===== src/rtl/phy_irq_pkg.sv =====
package phy_irq_pkg;
  localparam int REG_W     = 16;
  localparam int ADDR_W    = 5;
  localparam int NUM_SRC   = 7;
  localparam int SRC_LSB   = 1;
  localparam int FLAG_ADDR = 29;
  localparam int MASK_ADDR = 30;
  localparam int SYNC_STG  = 2;

  typedef enum logic [1:0] {
    ACC_IDLE  = 2'd0,
    ACC_READ  = 2'd1,
    ACC_WRITE = 2'd2
  } acc_kind_e;
endpackage


===== src/rtl/irq_rst_sync.sv =====
module irq_rst_sync #(
  parameter int STAGES = phy_irq_pkg::SYNC_STG
) (
  input  logic clk,
  input  logic rst_n,
  output logic rst_sync_n
);
  logic [STAGES-1:0] chain_q;
  logic [STAGES-1:0] chain_d;

  generate
    for (genvar s = 0; s < STAGES; s++) begin : g_stage
      if (s == 0) begin : g_first
        assign chain_d[s] = 1'b1;
      end else begin : g_rest
        assign chain_d[s] = chain_q[s-1];
      end
      always_ff @(posedge clk or negedge rst_n) begin
        if (!rst_n) chain_q[s] <= 1'b0;
        else        chain_q[s] <= chain_d[s];
      end
    end
  endgenerate

  assign rst_sync_n = chain_q[STAGES-1];
endmodule


===== src/rtl/irq_flag_bank.sv =====
module irq_flag_bank #(
  parameter int NUM_SRC = phy_irq_pkg::NUM_SRC
) (
  input  logic               clk,
  input  logic               rst_n,
  input  logic [NUM_SRC-1:0] evt_i,
  input  logic               clr_i,
  output logic [NUM_SRC-1:0] flags_o,
  output logic [NUM_SRC-1:0] flags_nxt_o
);
  logic [NUM_SRC-1:0] flags_q;
  logic [NUM_SRC-1:0] flags_d;

  generate
    for (genvar i = 0; i < NUM_SRC; i++) begin : g_bit
      logic keep;
      always_comb begin
        keep       = flags_q[i] & ~clr_i;
        flags_d[i] = keep | evt_i[i];
      end

      always_ff @(posedge clk or negedge rst_n) begin
        if (!rst_n) flags_q[i] <= 1'b0;
        else        flags_q[i] <= flags_d[i];
      end

      // a pulse always lands in its flag, even when it races a read
      p_evt_sets_r2: assert property (@(posedge clk) disable iff (!rst_n)
        evt_i[i] |=> flags_q[i]);
      // a pending flag survives any cycle without a read
      p_flag_sticky_r2: assert property (@(posedge clk) disable iff (!rst_n)
        (flags_q[i] && !clr_i) |=> flags_q[i]);
      // a read with no racing event empties the flag
      p_read_clears_r4: assert property (@(posedge clk) disable iff (!rst_n)
        (clr_i && !evt_i[i]) |=> !flags_q[i]);
    end
  endgenerate

  assign flags_o     = flags_q;
  assign flags_nxt_o = flags_d;
endmodule


===== src/rtl/irq_mask_bank.sv =====
module irq_mask_bank #(
  parameter int NUM_SRC = phy_irq_pkg::NUM_SRC
) (
  input  logic               clk,
  input  logic               rst_n,
  input  logic               wr_en_i,
  input  logic [NUM_SRC-1:0] wr_field_i,
  output logic [NUM_SRC-1:0] mask_o,
  output logic [NUM_SRC-1:0] mask_nxt_o
);
  logic [NUM_SRC-1:0] mask_q;
  logic [NUM_SRC-1:0] mask_d;

  always_comb begin
    mask_d = mask_q;
    if (wr_en_i) mask_d = wr_field_i;
  end

  always_ff @(posedge clk or negedge rst_n) begin
    if (!rst_n) mask_q <= '0;
    else        mask_q <= mask_d;
  end

  // a mask write takes the written field
  p_mask_load_r6: assert property (@(posedge clk) disable iff (!rst_n)
    wr_en_i |=> mask_q == $past(wr_field_i));
  // without a mask write the mask does not move
  p_mask_hold_r9: assert property (@(posedge clk) disable iff (!rst_n)
    !wr_en_i |=> $stable(mask_q));

  assign mask_o     = mask_q;
  assign mask_nxt_o = mask_d;
endmodule


===== src/rtl/irq_regport.sv =====
module irq_regport #(
  parameter int REG_W     = phy_irq_pkg::REG_W,
  parameter int ADDR_W    = phy_irq_pkg::ADDR_W,
  parameter int NUM_SRC   = phy_irq_pkg::NUM_SRC,
  parameter int SRC_LSB   = phy_irq_pkg::SRC_LSB,
  parameter int FLAG_ADDR = phy_irq_pkg::FLAG_ADDR,
  parameter int MASK_ADDR = phy_irq_pkg::MASK_ADDR
) (
  input  logic               clk,
  input  logic               rst_n,
  input  logic               bus_sel,
  input  logic               bus_wr,
  input  logic [ADDR_W-1:0]  bus_addr,
  input  logic [REG_W-1:0]   bus_wdata,
  input  logic [NUM_SRC-1:0] flags_i,
  input  logic [NUM_SRC-1:0] mask_i,
  output logic               flag_rd_o,
  output logic               mask_wr_o,
  output logic [NUM_SRC-1:0] mask_field_o,
  output logic [REG_W-1:0]   rdata_o
);
  import phy_irq_pkg::*;

  localparam int SRC_MSB = SRC_LSB + NUM_SRC - 1;
  localparam logic [ADDR_W-1:0] A_FLAG = ADDR_W'(FLAG_ADDR);
  localparam logic [ADDR_W-1:0] A_MASK = ADDR_W'(MASK_ADDR);

  acc_kind_e         kind;
  logic              hit_flag;
  logic              hit_mask;
  logic [REG_W-1:0]  flag_word;
  logic [REG_W-1:0]  mask_word;
  logic [REG_W-1:0]  rdata_d;
  logic [REG_W-1:0]  rdata_q;
  logic              rdata_en;

  always_comb begin
    if (!bus_sel)    kind = ACC_IDLE;
    else if (bus_wr) kind = ACC_WRITE;
    else             kind = ACC_READ;
  end

  assign hit_flag = (bus_addr == A_FLAG);
  assign hit_mask = (bus_addr == A_MASK);

  // A write to the flag address has no decode target and is dropped.
  assign flag_rd_o    = (kind == ACC_READ)  && hit_flag;
  assign mask_wr_o    = (kind == ACC_WRITE) && hit_mask;
  assign mask_field_o = bus_wdata[SRC_MSB:SRC_LSB];

  // Place the source field into a full register word; all else is zero.
  generate
    for (genvar b = 0; b < REG_W; b++) begin : g_word
      if (b >= SRC_LSB && b <= SRC_MSB) begin : g_live
        assign flag_word[b] = flags_i[b-SRC_LSB];
        assign mask_word[b] = mask_i[b-SRC_LSB];
      end else begin : g_zero
        assign flag_word[b] = 1'b0;
        assign mask_word[b] = 1'b0;
      end
    end
  endgenerate

  always_comb begin
    rdata_en = (kind == ACC_READ);
    rdata_d  = rdata_q;
    if (rdata_en) begin
      if (hit_flag)      rdata_d = flag_word;
      else if (hit_mask) rdata_d = mask_word;
      else               rdata_d = '0;
    end
  end

  always_ff @(posedge clk or negedge rst_n) begin
    if (!rst_n) rdata_q <= '0;
    else        rdata_q <= rdata_d;
  end

  // a flag read returns the flags as they stood before the read
  p_flag_read_r3: assert property (@(posedge clk) disable iff (!rst_n)
    flag_rd_o |=> rdata_q[SRC_MSB:SRC_LSB] == $past(flags_i));
  // read data holds between reads
  p_rdata_hold_r9: assert property (@(posedge clk) disable iff (!rst_n)
    (kind != ACC_READ) |=> $stable(rdata_q));

  assign rdata_o = rdata_q;
endmodule


===== src/rtl/phy_irq_flags.sv =====
module phy_irq_flags #(
  parameter int REG_W     = phy_irq_pkg::REG_W,
  parameter int ADDR_W    = phy_irq_pkg::ADDR_W,
  parameter int NUM_SRC   = phy_irq_pkg::NUM_SRC,
  parameter int SRC_LSB   = phy_irq_pkg::SRC_LSB,
  parameter int FLAG_ADDR = phy_irq_pkg::FLAG_ADDR,
  parameter int MASK_ADDR = phy_irq_pkg::MASK_ADDR,
  parameter int SYNC_STG  = phy_irq_pkg::SYNC_STG
) (
  input  logic               clk,
  input  logic               rst_n,
  input  logic [NUM_SRC-1:0] evt_i,
  input  logic               bus_sel,
  input  logic               bus_wr,
  input  logic [ADDR_W-1:0]  bus_addr,
  input  logic [REG_W-1:0]   bus_wdata,
  output logic [REG_W-1:0]   bus_rdata,
  output logic               irq_o
);
  logic               rst_int_n;
  logic               flag_rd;
  logic               mask_wr;
  logic [NUM_SRC-1:0] mask_field;
  logic [NUM_SRC-1:0] flags;
  logic [NUM_SRC-1:0] flags_nxt;
  logic [NUM_SRC-1:0] mask;
  logic [NUM_SRC-1:0] mask_nxt;
  logic               irq_d;
  logic               irq_q;

  irq_rst_sync #(.STAGES(SYNC_STG)) u_rst (
    .clk        (clk),
    .rst_n      (rst_n),
    .rst_sync_n (rst_int_n)
  );

  irq_regport #(
    .REG_W(REG_W), .ADDR_W(ADDR_W), .NUM_SRC(NUM_SRC), .SRC_LSB(SRC_LSB),
    .FLAG_ADDR(FLAG_ADDR), .MASK_ADDR(MASK_ADDR)
  ) u_port (
    .clk          (clk),
    .rst_n        (rst_int_n),
    .bus_sel      (bus_sel),
    .bus_wr       (bus_wr),
    .bus_addr     (bus_addr),
    .bus_wdata    (bus_wdata),
    .flags_i      (flags),
    .mask_i       (mask),
    .flag_rd_o    (flag_rd),
    .mask_wr_o    (mask_wr),
    .mask_field_o (mask_field),
    .rdata_o      (bus_rdata)
  );

  irq_flag_bank #(.NUM_SRC(NUM_SRC)) u_flags (
    .clk         (clk),
    .rst_n       (rst_int_n),
    .evt_i       (evt_i),
    .clr_i       (flag_rd),
    .flags_o     (flags),
    .flags_nxt_o (flags_nxt)
  );

  irq_mask_bank #(.NUM_SRC(NUM_SRC)) u_mask (
    .clk        (clk),
    .rst_n      (rst_int_n),
    .wr_en_i    (mask_wr),
    .wr_field_i (mask_field),
    .mask_o     (mask),
    .mask_nxt_o (mask_nxt)
  );

  // Registered from next-state values so the level tracks flags and mask
  // on the same edge, without a combinational path to the pin.
  assign irq_d = |(flags_nxt & mask_nxt);

  always_ff @(posedge clk or negedge rst_int_n) begin
    if (!rst_int_n) irq_q <= 1'b0;
    else            irq_q <= irq_d;
  end

  assign irq_o = irq_q;

  // the pin equals the OR of masked flags on every cycle
  p_irq_level_r7: assert property (@(posedge clk) disable iff (!rst_int_n)
    irq_o == |(flags & mask));
  // a mask write that covers a pending flag raises the pin next cycle
  p_unmask_fires_r10: assert property (@(posedge clk) disable iff (!rst_int_n)
    (mask_wr && |(flags & mask_field) && !flag_rd) |=> irq_o);
  // a zero mask write drops the pin next cycle
  p_mask_zero_r8: assert property (@(posedge clk) disable iff (!rst_int_n)
    (mask_wr && mask_field == '0) |=> !irq_o);
endmodule


===== config.mk =====
export PLATFORM = sky130hd
export DESIGN_NAME = phy_irq_flags
export DESIGN_NICKNAME = d
export VERILOG_FILES = /design/src/rtl/phy_irq_pkg.sv /design/src/rtl/irq_rst_sync.sv /design/src/rtl/irq_flag_bank.sv /design/src/rtl/irq_mask_bank.sv /design/src/rtl/irq_regport.sv /design/src/rtl/phy_irq_flags.sv
export SDC_FILE = /design/constraint.sdc
export NUM_CORES = 1
export LEC_CHECK = 0
export ABC_AREA = 1
export BUFFER_PORTS_ARGS = -buffer_cell sky130_fd_sc_hd__buf_2
export CORE_UTILIZATION = 42
export DETAILED_ROUTE_END_ITERATION = 6
export PLACE_DENSITY = 0.74
export SKIP_LAST_GASP = 1
export SLEW_MARGIN = 0
export SYNTH_ARGS = -nofsm -noshare
export SYNTH_HDL_FRONTEND = slang
export SYNTH_HIERARCHICAL = 1
export SYNTH_SLANG_ARGS = --single-unit

===== constraint.sdc =====
create_clock -name clk -period 0.8 [get_ports clk]
set_input_delay 0.12 -clock clk [delete_from_list [all_inputs] [get_ports clk]]
set_output_delay 0.12 -clock clk [all_outputs]
set_load 0.005 [all_outputs]

==> results of run 1 <==
area by class of cell:
type	instances	area (um2)
clock buffers	3	22.5
clock inverters	1	30.0
fillers	232	1020
inverters	14	62.6
multi-input cells	109	564
flip-flops and latches	24	601
well taps	31	38.8
repair buffers	57	398
cells in the mapped netlist:
master	instances	area, um2
sky130_fd_sc_hd__buf_4	16	120
sky130_fd_sc_hd__buf_6	1	11.3
sky130_fd_sc_hd__conb_1	2	7.51
sky130_fd_sc_hd__dfrtp_1	24	601
sky130_fd_sc_hd__inv_1	8	30.0
sky130_fd_sc_hd__inv_2	6	22.5
sky130_fd_sc_hd__nand2_1	76	285
sky130_fd_sc_hd__nand2_2	1	6.26
sky130_fd_sc_hd__nand3_1	15	75.1
sky130_fd_sc_hd__nor2_1	3	11.3
sky130_fd_sc_hd__nor2_4	3	33.8
sky130_fd_sc_hd__nor4_1	1	6.26
power by group through the flow:
stage	clock network [mW]	logic, mW	registers [mW]
CTS	0.909	0.469	1.34
finish	0.871	0.491	1.34
global route	0.947	0.542	1.35
detailed placement	0	0.418	1.36
global placement	0	0.409	1.36
floorplan	0	0.234	1.36
metal layers:
metal / vias up / global-route usage [%]
met2: 37 / 28.6
li1: 553 / -
met4: 0 / 9.64
met1: 478 / 22.7
met5: - / 0
met3: 12 / 3.72
tightest hold or removal path, cell delays in order:
cell	delay, ns
sky130_fd_sc_hd__buf_2	0.07
sky130_fd_sc_hd__inv_1	0.03
sky130_fd_sc_hd__nand2_1	0.07
repair_timing:
item,4_1_cts,5_1_grt
hold endpoints to repair,7,1
pin swaps,7,8
resized for setup,18,9
buffers inserted,4,2
endpoints found under the setup margin,22,24
per-stage QoR:
step | hold slack (ns) | area [um2] | TNS (ns) | util [%] | instances
2_1_floorplan | -0.176 | 1270 | -1.62 | - | 164
3_3_place_gp | -0.0930 | 1490 | -5.30 | 54.5 | 228
3_5_place_dp | -0.0926 | 1490 | -5.83 | 54.5 | 228
4_1_cts | -0.0183 | 1660 | -1.74 | 60.8 | 237
5_1_grt | -0.00973 | 1720 | -2.29 | 62.8 | 239
6_report | -0.00791 | 1720 | -1.63 | 62.8 | 239
kinds of logic (layout without fill, tap and decap cells):
logic type / after synthesis / count (layout) / synth area share [%]
AND/OR/NAND/NOR: 99 / 99 / 34.5
buffers and inverters: 31 / 75 / 15.2
other: 2 / 10 / 0.621
flip-flops: 24 / 24 / 49.6
placed cells by master (no fill, tap or decap):
master                          synthesis  layout
sky130_fd_sc_hd__buf_12                 0       1
sky130_fd_sc_hd__buf_2                  0      30
sky130_fd_sc_hd__buf_4                 16      17
sky130_fd_sc_hd__buf_6                  1       8
sky130_fd_sc_hd__bufinv_16              0       1
sky130_fd_sc_hd__clkbuf_4               0       3
sky130_fd_sc_hd__conb_1                 2      10
sky130_fd_sc_hd__dfrtp_1               24      24
sky130_fd_sc_hd__dlygate4sd3_1          0       1
sky130_fd_sc_hd__inv_1                  8       8
sky130_fd_sc_hd__inv_2                  6       4
sky130_fd_sc_hd__inv_4                  0       1
sky130_fd_sc_hd__inv_8                  0       1
sky130_fd_sc_hd__nand2_1               76      72
sky130_fd_sc_hd__nand2_2                1       4
sky130_fd_sc_hd__nand2_8                0       1
sky130_fd_sc_hd__nand3_1               15       4
sky130_fd_sc_hd__nand3_2                0      10
sky130_fd_sc_hd__nand3_4                0       1
sky130_fd_sc_hd__nor2_1                 3       2
sky130_fd_sc_hd__nor2_4                 3       4
sky130_fd_sc_hd__nor4_4                 0       1
registers in the layout (all words and copies together) (netlist names):
name,cells
irq_o,1
u_flags/flags_o,7
u_mask/mask_o,7
u_port/rdata_o,7
u_rst/chain_d,1
u_rst/rst_sync_n,1
path summary, 6_finish.rpt:
kind	depth (start not counted)	end	startpoint	slack [ns]
hold reg to reg	1	u_flags/flags_o[4]	u_rst/rst_sync_n	0.21
hold / removal	3	u_flags/flags_o[5]	evt_i[5]	-0.008
setup reg to reg	6	irq_o	u_mask/mask_o[0]	-0.14
setup / recovery	1	bus_rdata[5]	u_port/rdata_o[5]	-0.17
max in group asynchronous	1	u_flags/flags_o[2]	u_rst/rst_sync_n	0.44
min in group asynchronous	2	u_rst/chain_d[1]	rst_n	0.08
==> run_summary.xml, run 1 <==
<?xml version="1.0" encoding="UTF-8"?>
<metrics>
  <group name="status">
    <metric name="status" unit="">finished, violations left</metric>
    <metric name="failing_checks" unit="">hold timing, setup timing</metric>
  </group>
  <group name="power">
    <metric name="p_comb_share" unit="%">18.1</metric>
    <metric name="p_seq_share" unit="%">49.7</metric>
    <metric name="power.clock.fraction" unit="%">32.2</metric>
    <metric name="power.leakage" unit="nW">0.978</metric>
    <metric name="power.total" unit="mW">2.71</metric>
    <metric name="netSwitchingFraction" unit="%">24.8</metric>
    <metric name="power_density" unit="nW/um2">1580</metric>
    <metric name="max_rail_drop_vdd" unit="V">0.00115</metric>
    <metric name="net-switching-power" unit="mW">0.671</metric>
    <metric name="cellInternalPower" unit="mW">2.03</metric>
  </group>
  <group name="timing">
    <metric name="setup_ws" unit="ns">-0.167</metric>
    <metric name="final.hold.worst_slack" unit="ns">-0.00791</metric>
    <metric name="skew" unit="ns">0.0149</metric>
    <metric name="period_minus_slack" unit="ns">0.967</metric>
    <metric name="timing.final.setup_violations" unit="">15</metric>
    <metric name="drv_slew" unit="">0</metric>
    <metric name="hold_violations" unit="">1</metric>
    <metric name="grt_setup_unrepaired" unit="">true</metric>
    <metric name="fmaxAchievable" unit="GHz">1.03</metric>
    <metric name="period_share" unit="%">121</metric>
  </group>
  <group name="synthesis">
    <metric name="synth_cells" unit="">156</metric>
    <metric name="syn-cell-area" unit="um2">1210</metric>
    <metric name="synth_cell_types" unit="">12</metric>
    <metric name="postSynthAreaPerCell" unit="um2">7.76</metric>
    <metric name="synth.yosys.warnings" unit="">6</metric>
    <metric name="synth-seq-cells" unit="">24</metric>
    <metric name="synth-seq-area-share" unit="%">49.6</metric>
  </group>
  <group name="clock_tree">
    <metric name="clock_sink_count" unit="">24</metric>
    <metric name="later_pin_clock_latency_in_the_skew_report" unit="ns">0.32</metric>
    <metric name="cts_buffers" unit="">3</metric>
    <metric name="cts.reportedPaths.clkPinSlew" unit="ns">0.14</metric>
    <metric name="cts.root.buffer_cell" unit="">sky130_fd_sc_hd__clkbuf_4</metric>
    <metric name="tritoncts" unit="">yes</metric>
    <metric name="h-tree-depth" unit="">1</metric>
    <metric name="hold_fix_buffers_at_cts" unit="">1</metric>
    <metric name="cts-root-to-sink-buffers" unit="">2</metric>
  </group>
  <group name="critical_path">
    <metric name="largest_incremental_delay_on_the_critical_path" unit="ns">0.40</metric>
    <metric name="worst-path-max-fanout" unit="">2</metric>
    <metric name="criticalPathCategory" unit="">flip-flop to primary output</metric>
    <metric name="critical_path.endpoint_type" unit="">primary output</metric>
    <metric name="worst_path_dominant_cell_family" unit="">flip-flops</metric>
    <metric name="cell_type_of_the_slowest_stage_on_the_worst_timing_path" unit="">sky130_fd_sc_hd__dfrtp_1</metric>
    <metric name="cp.required" unit="ns">0.68</metric>
    <metric name="timing.critical_path.cells" unit="">buf_2</metric>
    <metric name="crit_path_start_kind" unit="">flip-flop</metric>
    <metric name="critical_path_arrival" unit="ns">0.85</metric>
    <metric name="crit_buf_inv" unit="">1</metric>
  </group>
  <group name="cells_and_area">
    <metric name="areaGrowthSynthToFinish" unit="%">41.9</metric>
    <metric name="num_antenna_cells" unit="">0</metric>
    <metric name="final_layout_size_suffix_gt1_share" unit="%">41.8</metric>
    <metric name="nets" unit="">241</metric>
  </group>
  <group name="placed_design">
    <metric name="place_hpwl" unit="um">1730</metric>
    <metric name="place_ws" unit="ns">-0.628</metric>
    <metric name="buffer_ports.inserted" unit="">30</metric>
    <metric name="gpl.final_weighted_congestion" unit="">0.784</metric>
  </group>
  <group name="floorplan">
    <metric name="initial_standard_cell_utilization_of_the_core" unit="%">44.3</metric>
    <metric name="die_width" unit="um">55.7</metric>
    <metric name="num_io_pins" unit="">49</metric>
    <metric name="row_count" unit="">19</metric>
    <metric name="placeableCoreArea" unit="um2">2730</metric>
    <metric name="fp.dieArea" unit="um2">3100</metric>
    <metric name="die_height" unit="um">55.7</metric>
  </group>
  <group name="routing">
    <metric name="route.met3.wl" unit="um">131</metric>
    <metric name="wire_per_inst" unit="um">10.9</metric>
    <metric name="first_iter_violations" unit="">23</metric>
    <metric name="route.met2.wl" unit="um">1250</metric>
    <metric name="dr.pass1.iters" unit="">4</metric>
    <metric name="maxUsedRoutingLayer" unit="">met4</metric>
    <metric name="via_count" unit="">1080</metric>
    <metric name="drt_drc_violations_left" unit="">0</metric>
    <metric name="remaining_antenna_violation_count" unit="">0</metric>
    <metric name="drt_wl_total" unit="um">2610</metric>
    <metric name="route.detailed.vias_per_inst" unit="">4.52</metric>
    <metric name="wl_met1" unit="um">1110</metric>
  </group>
  <group name="global_route">
    <metric name="antenna_found_initial" unit="">0</metric>
    <metric name="wire_length_of_the_first_global_routing_pass" unit="um">4290</metric>
    <metric name="grt_remaining_overflow" unit="">0</metric>
    <metric name="grt_start_max_net_pins" unit="">23</metric>
    <metric name="via_count_of_the_first_global_routing_pass" unit="">1008</metric>
    <metric name="groute.usage.overall" unit="%">17.8</metric>
  </group>
  <group name="worst_hold_path">
    <metric name="worstHoldPathType" unit="">primary input to flip-flop</metric>
  </group>
  <group name="job">
    <metric name="max_cap_viol_count" unit="">0</metric>
  </group>
</metrics>
No activity file was read; power rests on OpenSTA's default activity.
==> run 2, diff against run 1 <==
- CTS_BUF_LIST: not set -> sky130_fd_sc_hd__clkbuf_16
==> run 2 against run 1 <==
  * First-iteration DRC count up 8.7%
  * Non-clock buffer count up 3
  * Flip-flop and latch count unchanged
  * Critical path depth up 10
  * The run ends with setup timing left
  * Clock skew down 0.010 ns
  * Total power up 22%
  * Sequential power about the same
  * Wire length up 4.3%
  * Global-route usage up 0.83 points
  * Register-to-register slack about the same
  * Critical path type is now primary input to flip-flop
  * Fmax up 1.2%
  * Critical endpoint is now irq_o
  * Highest routed layer unchanged
==> run_summary.xml, run 2 (synthesized netlist as in run 1, its figures left out) <==
<?xml version="1.0" encoding="UTF-8"?>
<metrics>
  <group name="global_route">
    <metric name="use_met2" unit="%">29.3</metric>
    <metric name="via_count_of_the_first_global_routing_pass" unit="">1008</metric>
    <metric name="grt_busiest_layer" unit="">met2</metric>
    <metric name="groute.usage.overall" unit="%">18.7</metric>
    <metric name="grt_start_max_net_pins" unit="">23</metric>
    <metric name="grt_remaining_overflow" unit="">0</metric>
    <metric name="wire_length_of_the_first_global_routing_pass" unit="um">4460</metric>
    <metric name="antenna_found_initial" unit="">0</metric>
    <metric name="gr-usage-met1" unit="%">24.7</metric>
    <metric name="grt_use_met3" unit="%">5.12</metric>
  </group>
  <group name="cells_and_area">
    <metric name="final_layout_size_suffix_gt1_share" unit="%">42.7</metric>
    <metric name="areaGrowthSynthToFinish" unit="%">50.6</metric>
    <metric name="post-route-util" unit="%">66.6</metric>
    <metric name="final_cell_mix" unit="">sky130_fd_sc_hd__nand2_1 (71), sky130_fd_sc_hd__buf_2 (25), sky130_fd_sc_hd__dfrtp_1 (24), sky130_fd_sc_hd__buf_4 (21)</metric>
    <metric name="num_antenna_cells" unit="">0</metric>
    <metric name="nets" unit="">244</metric>
    <metric name="layout.cells.most_common" unit="">sky130_fd_sc_hd__nand2_1</metric>
    <metric name="final_standard_cell_count_with_taps_included_and_fillers_excluded" unit="">242</metric>
  </group>
  <group name="timing">
    <metric name="period_minus_slack" unit="ns">0.955</metric>
    <metric name="skew" unit="ns">0.00463</metric>
    <metric name="period_share" unit="%">119</metric>
    <metric name="fmaxAchievable" unit="GHz">1.05</metric>
    <metric name="timing.final.setup_violations" unit="">15</metric>
    <metric name="setup_ws" unit="ns">-0.155</metric>
    <metric name="hold_violations" unit="">0</metric>
    <metric name="grt_setup_unrepaired" unit="">true</metric>
    <metric name="drv_slew" unit="">0</metric>
  </group>
  <group name="floorplan">
    <metric name="initial_standard_cell_utilization_of_the_core" unit="%">44.3</metric>
    <metric name="fp.dieArea" unit="um2">3100</metric>
    <metric name="row_count" unit="">19</metric>
    <metric name="die_width" unit="um">55.7</metric>
    <metric name="placeableCoreArea" unit="um2">2730</metric>
    <metric name="num_io_pins" unit="">49</metric>
    <metric name="die_height" unit="um">55.7</metric>
  </group>
  <group name="job">
    <metric name="max_cap_viol_count" unit="">0</metric>
  </group>
  <group name="routing">
    <metric name="route.detailed.vias_per_inst" unit="">4.51</metric>
    <metric name="drt_wl_total" unit="um">2720</metric>
    <metric name="wire_per_inst" unit="um">11.2</metric>
    <metric name="drt_drc_violations_left" unit="">0</metric>
    <metric name="dr.pass1.iters" unit="">4</metric>
    <metric name="remaining_antenna_violation_count" unit="">0</metric>
    <metric name="first_iter_violations" unit="">25</metric>
    <metric name="via_count" unit="">1092</metric>
  </group>
  <group name="placed_design">
    <metric name="placedCellCount" unit="">228</metric>
    <metric name="gpl.final_weighted_congestion" unit="">0.784</metric>
    <metric name="place_ws" unit="ns">-0.628</metric>
    <metric name="place_hpwl" unit="um">1730</metric>
    <metric name="buffer_ports.inserted" unit="">30</metric>
  </group>
  <group name="clock_tree">
    <metric name="tritoncts" unit="">yes</metric>
    <metric name="clock_sink_count" unit="">24</metric>
    <metric name="cts.root.buffer_cell" unit="">sky130_fd_sc_hd__clkbuf_16</metric>
    <metric name="cts-root-to-sink-buffers" unit="">2</metric>
    <metric name="cts.reportedPaths.clkPinSlew" unit="ns">0.06</metric>
    <metric name="cts_buffers" unit="">3</metric>
    <metric name="h-tree-depth" unit="">1</metric>
    <metric name="later_pin_clock_latency_in_the_skew_report" unit="ns">0.26</metric>
  </group>
  <group name="worst_hold_path">
    <metric name="hold_start" unit="">evt_i[6]</metric>
    <metric name="hold-path-cell-count" unit="">3</metric>
    <metric name="worstHoldPathType" unit="">primary input to flip-flop</metric>
    <metric name="hold_path_endpoint" unit="">u_flags/flags_o[6]</metric>
  </group>
  <group name="critical_path">
    <metric name="timing.reg2reg.worst_path_depth" unit="">6</metric>
    <metric name="critical_path_arrival" unit="ns">1.11</metric>
    <metric name="cp.required" unit="ns">0.95</metric>
    <metric name="criticalPathCategory" unit="">primary input to flip-flop</metric>
    <metric name="regToRegSetupSlack" unit="ns">-0.14</metric>
    <metric name="r2r_end" unit="">irq_o</metric>
    <metric name="crit_path_start_kind" unit="">primary input</metric>
    <metric name="critical_path.endpoint_type" unit="">flip-flop</metric>
    <metric name="worst-path-max-fanout" unit="">7</metric>
    <metric name="crit-reg2reg-launch" unit="">u_mask/mask_o[0]</metric>
  </group>
  <group name="status">
    <metric name="failing_checks" unit="">setup timing</metric>
    <metric name="status" unit="">finished, violations left</metric>
  </group>
  <group name="power">
    <metric name="max_rail_drop_vdd" unit="V">0.00158</metric>
    <metric name="power_density" unit="nW/um2">1810</metric>
    <metric name="power.leakage" unit="nW">1.04</metric>
  </group>
</metrics>
[run 2: changes by cell type in the layout (fill, tap and decap cells not counted), sizes merged]
| cell | change |
|---|---|
| buf | +3 |
[run 2: power by group]
group | switching [mW] | internal [mW]
sequential | 0.0463 | 1.29
clock | 0.448 | 0.996
combinational | 0.257 | 0.251
total | 0.751 | 2.54
[run 2: critical path, cell delays in order]
cell	delay [ns]
sky130_fd_sc_hd__buf_8	0.10
sky130_fd_sc_hd__nor2_4	0.11
sky130_fd_sc_hd__inv_2	0.06
sky130_fd_sc_hd__nor4_4	0.14
sky130_fd_sc_hd__inv_2	0.12
sky130_fd_sc_hd__nand2_2	0.09
sky130_fd_sc_hd__nand2_2	0.06
sky130_fd_sc_hd__nand2_1	0.07
sky130_fd_sc_hd__nand2_1	0.06
sky130_fd_sc_hd__nor2_1	0.11
sky130_fd_sc_hd__nand2_1	0.06
[run 2: cell type report]
cell class                 instances  area, um2
clock buffer                       3       75.1
sequential                        24        601
clock inverter                     1       30.0
inverter                          14       62.6
timing repair buffer              60        455
fill                             205        912
multi-input combinational        109        559
tap                               31       38.8
[run 2: worst max path at each step]
stage	from	depth (start not counted)	slack, ns	endpoint
5_1_grt	bus_addr[1]	12	-0.24	irq_o
2_1_floorplan	bus_addr[3]	12	-0.35	irq_o
3_5_place_dp	bus_addr[3]	12	-0.63	irq_o
6_report	bus_wr	11	-0.16	irq_o
4_1_cts	bus_wr	11	-0.18	irq_o
3_3_place_gp	bus_addr[3]	12	-0.59	irq_o
[run 2: timing repair]
| action | CTS | global route |
|---|---|---|
| gates resized for setup | 23 | 16 |
| hold endpoints to repair | 2 | 0 |
| setup endpoints to repair | 24 | 20 |
| pin swaps | 10 | 9 |
| hold buffers | 1 | 0 |
| setup buffers | 5 | 5 |
[run 2: metal layers]
| layer | part of all wire (%) | vias to the layer above |
|---|---|---|
| met2 | 48 | 31 |
| met1 | 46 | 493 |
| li1 | - | 560 |
| met3 | 4.3 | 8 |
| met5 | 0 | - |
| met4 | 1.9 | 0 |
[run 2: stage by stage]
stage	instance area (um2)	power (mW)	hold WS, ns	setup TNS (ns)
after floorplan	1270	1.60	-0.176	-1.62
after global placement	1490	1.76	-0.0930	-5.30
after detailed placement	1490	1.77	-0.0926	-5.83
after CTS	1740	3.27	0.0599	-0.939
after global routing	1820	3.42	0.0869	-1.45
final	1820	3.29	0.0603	-0.911
==> run 3, diff against run 2 <==
- CORE_ASPECT_RATIO: not set -> 0.7
==> run 3 against run 2 <==
  * The run still ends with setup timing left
  * Fmax down 5.3%
  * Clock skew decreased by 0.0012 ns
  * Die area grew 0.12%
  * Via count decreased by 2.9%
  * Final area fell by 5.0%
  * Total power shrank 3.0%
  * Largest cell class unchanged
==> run_summary.xml, run 3 (synthesized netlist as in run 1, its figures left out) <==
<?xml version="1.0" encoding="UTF-8"?>
<metrics>
  <group name="timing">
    <metric name="grt_setup_unrepaired" unit="">true</metric>
    <metric name="skew" unit="ns">0.00341</metric>
    <metric name="hold_violations" unit="">0</metric>
    <metric name="period_minus_slack" unit="ns">1.01</metric>
    <metric name="timing.final.setup_violations" unit="">14</metric>
    <metric name="period_share" unit="%">126</metric>
    <metric name="fmaxAchievable" unit="GHz">0.992</metric>
    <metric name="setup_ws" unit="ns">-0.208</metric>
    <metric name="drv_slew" unit="">0</metric>
  </group>
  <group name="critical_path">
    <metric name="regToRegSetupSlack" unit="ns">-0.17</metric>
    <metric name="crit_path_start_kind" unit="">primary input</metric>
    <metric name="critical_path.endpoint_type" unit="">flip-flop</metric>
    <metric name="largest_incremental_delay_on_the_critical_path" unit="ns">0.15</metric>
    <metric name="criticalPathCategory" unit="">primary input to flip-flop</metric>
    <metric name="timing.critical_path.cells" unit="">buf_8, nor2_4, inv_2, nor4_4, inv_2, nand2_1, nand2_1, nand2_1, nand2_1, nor2_2, nand2_1</metric>
    <metric name="critical_path_arrival" unit="ns">1.16</metric>
    <metric name="cell_type_of_the_slowest_stage_on_the_worst_timing_path" unit="">sky130_fd_sc_hd__nor4_4</metric>
    <metric name="worst-path-max-fanout" unit="">7</metric>
    <metric name="timing.reg2reg.worst_path_depth" unit="">6</metric>
    <metric name="r2r_end" unit="">irq_o</metric>
    <metric name="worst_path_most_repeated_cell" unit="">sky130_fd_sc_hd__nand2_1</metric>
    <metric name="crit-reg2reg-launch" unit="">u_flags/flags_o[6]</metric>
    <metric name="cp.required" unit="ns">0.95</metric>
  </group>
  <group name="floorplan">
    <metric name="die_height" unit="um">46.9</metric>
    <metric name="fp.dieArea" unit="um2">3100</metric>
    <metric name="placeableCoreArea" unit="um2">2590</metric>
    <metric name="initial_standard_cell_utilization_of_the_core" unit="%">46.7</metric>
    <metric name="row_count" unit="">15</metric>
    <metric name="die_width" unit="um">66.2</metric>
    <metric name="num_io_pins" unit="">49</metric>
  </group>
  <group name="clock_tree">
    <metric name="cts_buffers" unit="">3</metric>
    <metric name="cts.reportedPaths.clkPinSlew" unit="ns">0.06</metric>
    <metric name="cts-root-to-sink-buffers" unit="">2</metric>
    <metric name="later_pin_clock_latency_in_the_skew_report" unit="ns">0.26</metric>
    <metric name="clock_sink_count" unit="">24</metric>
    <metric name="h-tree-depth" unit="">1</metric>
    <metric name="tritoncts" unit="">yes</metric>
    <metric name="cts.root.buffer_cell" unit="">sky130_fd_sc_hd__clkbuf_16</metric>
  </group>
  <group name="worst_hold_path">
    <metric name="hold_start" unit="">evt_i[1]</metric>
    <metric name="hold-path-cell-count" unit="">3</metric>
    <metric name="worstHoldPathType" unit="">primary input to flip-flop</metric>
    <metric name="hold_path_endpoint" unit="">u_flags/flags_o[1]</metric>
  </group>
  <group name="power">
    <metric name="net-switching-power" unit="mW">0.697</metric>
    <metric name="p_seq_share" unit="%">41.8</metric>
    <metric name="cellInternalPower" unit="mW">2.49</metric>
    <metric name="power_density" unit="nW/um2">1840</metric>
    <metric name="max_rail_drop_vdd" unit="V">0.00142</metric>
    <metric name="netSwitchingFraction" unit="%">21.8</metric>
    <metric name="power.clock.fraction" unit="%">44.2</metric>
    <metric name="power.leakage" unit="nW">0.988</metric>
    <metric name="p_comb_share" unit="%">14.0</metric>
  </group>
  <group name="global_route">
    <metric name="grt_remaining_overflow" unit="">0</metric>
    <metric name="wire_length_of_the_first_global_routing_pass" unit="um">4500</metric>
    <metric name="grt_busiest_layer" unit="">met2</metric>
    <metric name="antenna_found_initial" unit="">0</metric>
    <metric name="via_count_of_the_first_global_routing_pass" unit="">1060</metric>
    <metric name="groute.usage.overall" unit="%">20.0</metric>
    <metric name="use_met2" unit="%">37.8</metric>
    <metric name="grt_start_max_net_pins" unit="">23</metric>
    <metric name="gr-usage-met1" unit="%">24.4</metric>
    <metric name="grt_use_met3" unit="%">4.37</metric>
  </group>
  <group name="cells_and_area">
    <metric name="nets" unit="">238</metric>
    <metric name="final_cell_mix" unit="">sky130_fd_sc_hd__nand2_1 (75), sky130_fd_sc_hd__buf_2 (25), sky130_fd_sc_hd__dfrtp_1 (24), sky130_fd_sc_hd__buf_4 (17)</metric>
    <metric name="layout.filler_cells" unit="">210</metric>
    <metric name="seqCellArea" unit="um2">601</metric>
    <metric name="multi_input_logic_area" unit="um2">527</metric>
    <metric name="final_standard_cell_count_with_taps_included_and_fillers_excluded" unit="">239</metric>
    <metric name="layout.cells.most_common" unit="">sky130_fd_sc_hd__nand2_1</metric>
    <metric name="areaGrowthSynthToFinish" unit="%">43.0</metric>
    <metric name="final_layout_size_suffix_gt1_share" unit="%">37.6</metric>
    <metric name="post-route-util" unit="%">66.8</metric>
    <metric name="num_antenna_cells" unit="">0</metric>
  </group>
  <group name="routing">
    <metric name="dr.pass1.iters" unit="">4</metric>
    <metric name="wire_per_inst" unit="um">11.3</metric>
    <metric name="via_count" unit="">1060</metric>
    <metric name="route.detailed.vias_per_inst" unit="">4.44</metric>
    <metric name="remaining_antenna_violation_count" unit="">0</metric>
    <metric name="drt_drc_violations_left" unit="">0</metric>
    <metric name="drt_wl_total" unit="um">2700</metric>
    <metric name="first_iter_violations" unit="">26</metric>
  </group>
  <group name="job">
    <metric name="max_cap_viol_count" unit="">0</metric>
  </group>
  <group name="status">
    <metric name="failing_checks" unit="">setup timing</metric>
    <metric name="status" unit="">finished, violations left</metric>
  </group>
  <group name="placed_design">
    <metric name="gpl.final_weighted_congestion" unit="">0.858</metric>
    <metric name="buffer_ports.inserted" unit="">30</metric>
    <metric name="place_hpwl" unit="um">2060</metric>
    <metric name="placedCellCount" unit="">229</metric>
  </group>
</metrics>
-- run 3: cell type report --
class	count	area share [%]
sequential	24	34.7
multi-input combinational	109	30.4
timing repair buffer	54	22.6
clock buffer	3	4.34
inverter	14	3.76
tap	34	2.46
clock inverter	1	1.74
-- run 3: worst max-delay path by stage --
stage / startpoint / end / slack (ns) / depth (start not counted)
2_1_floorplan: bus_addr[3] / irq_o / -0.35 / 12
3_3_place_gp: bus_addr[3] / irq_o / -0.54 / 12
3_5_place_dp: bus_addr[3] / irq_o / -0.58 / 12
4_1_cts: bus_wr / irq_o / -0.22 / 11
5_1_grt: bus_wr / irq_o / -0.30 / 11
6_report: bus_wr / irq_o / -0.21 / 11
-- run 3: power by group through the flow --
stage	combinational, mW	clock [mW]	sequential, mW
after floorplan	0.234	0	1.36
after global placement	0.368	0	1.35
after detailed placement	0.384	0	1.35
after CTS	0.440	1.43	1.33
after global routing	0.503	1.49	1.34
final	0.448	1.41	1.33
-- run 3: repair_timing --
action                     in CTS  in global routing
setup endpoints to repair      25                 18
hold endpoints to repair        2                  0
pin swaps                      14                  4
hold buffers                    1                  0
setup buffers                   6                  0
resized for setup              27                  2
-- run 3: metal layers --
metal  vias up  part of all wire (%)
met5         -                     0
met4         0                  0.67
met3         3                   5.2
met2        28                    49
met1       486                    45
li1        543                     -
-- run 3: critical path: cells and delay by family --
family,cells,cell delay (ns)
AND/OR/NAND/NOR,8,0.75
buffers and inverters,3,0.29
-- run 3: per-stage QoR --
stage	setup TNS (ns)	cell area (um2)	hold slack, ns	total power [mW]	setup WS, ns
floorplan	-1.62	1270	-0.176	1.60	-0.349
global placement	-5.06	1470	-0.0955	1.72	-0.535
detailed placement	-6.15	1470	-0.0922	1.74	-0.580
CTS	-1.04	1730	0.0780	3.21	-0.219
global route	-1.68	1730	0.0829	3.33	-0.301
finish	-0.961	1730	0.0728	3.19	-0.208
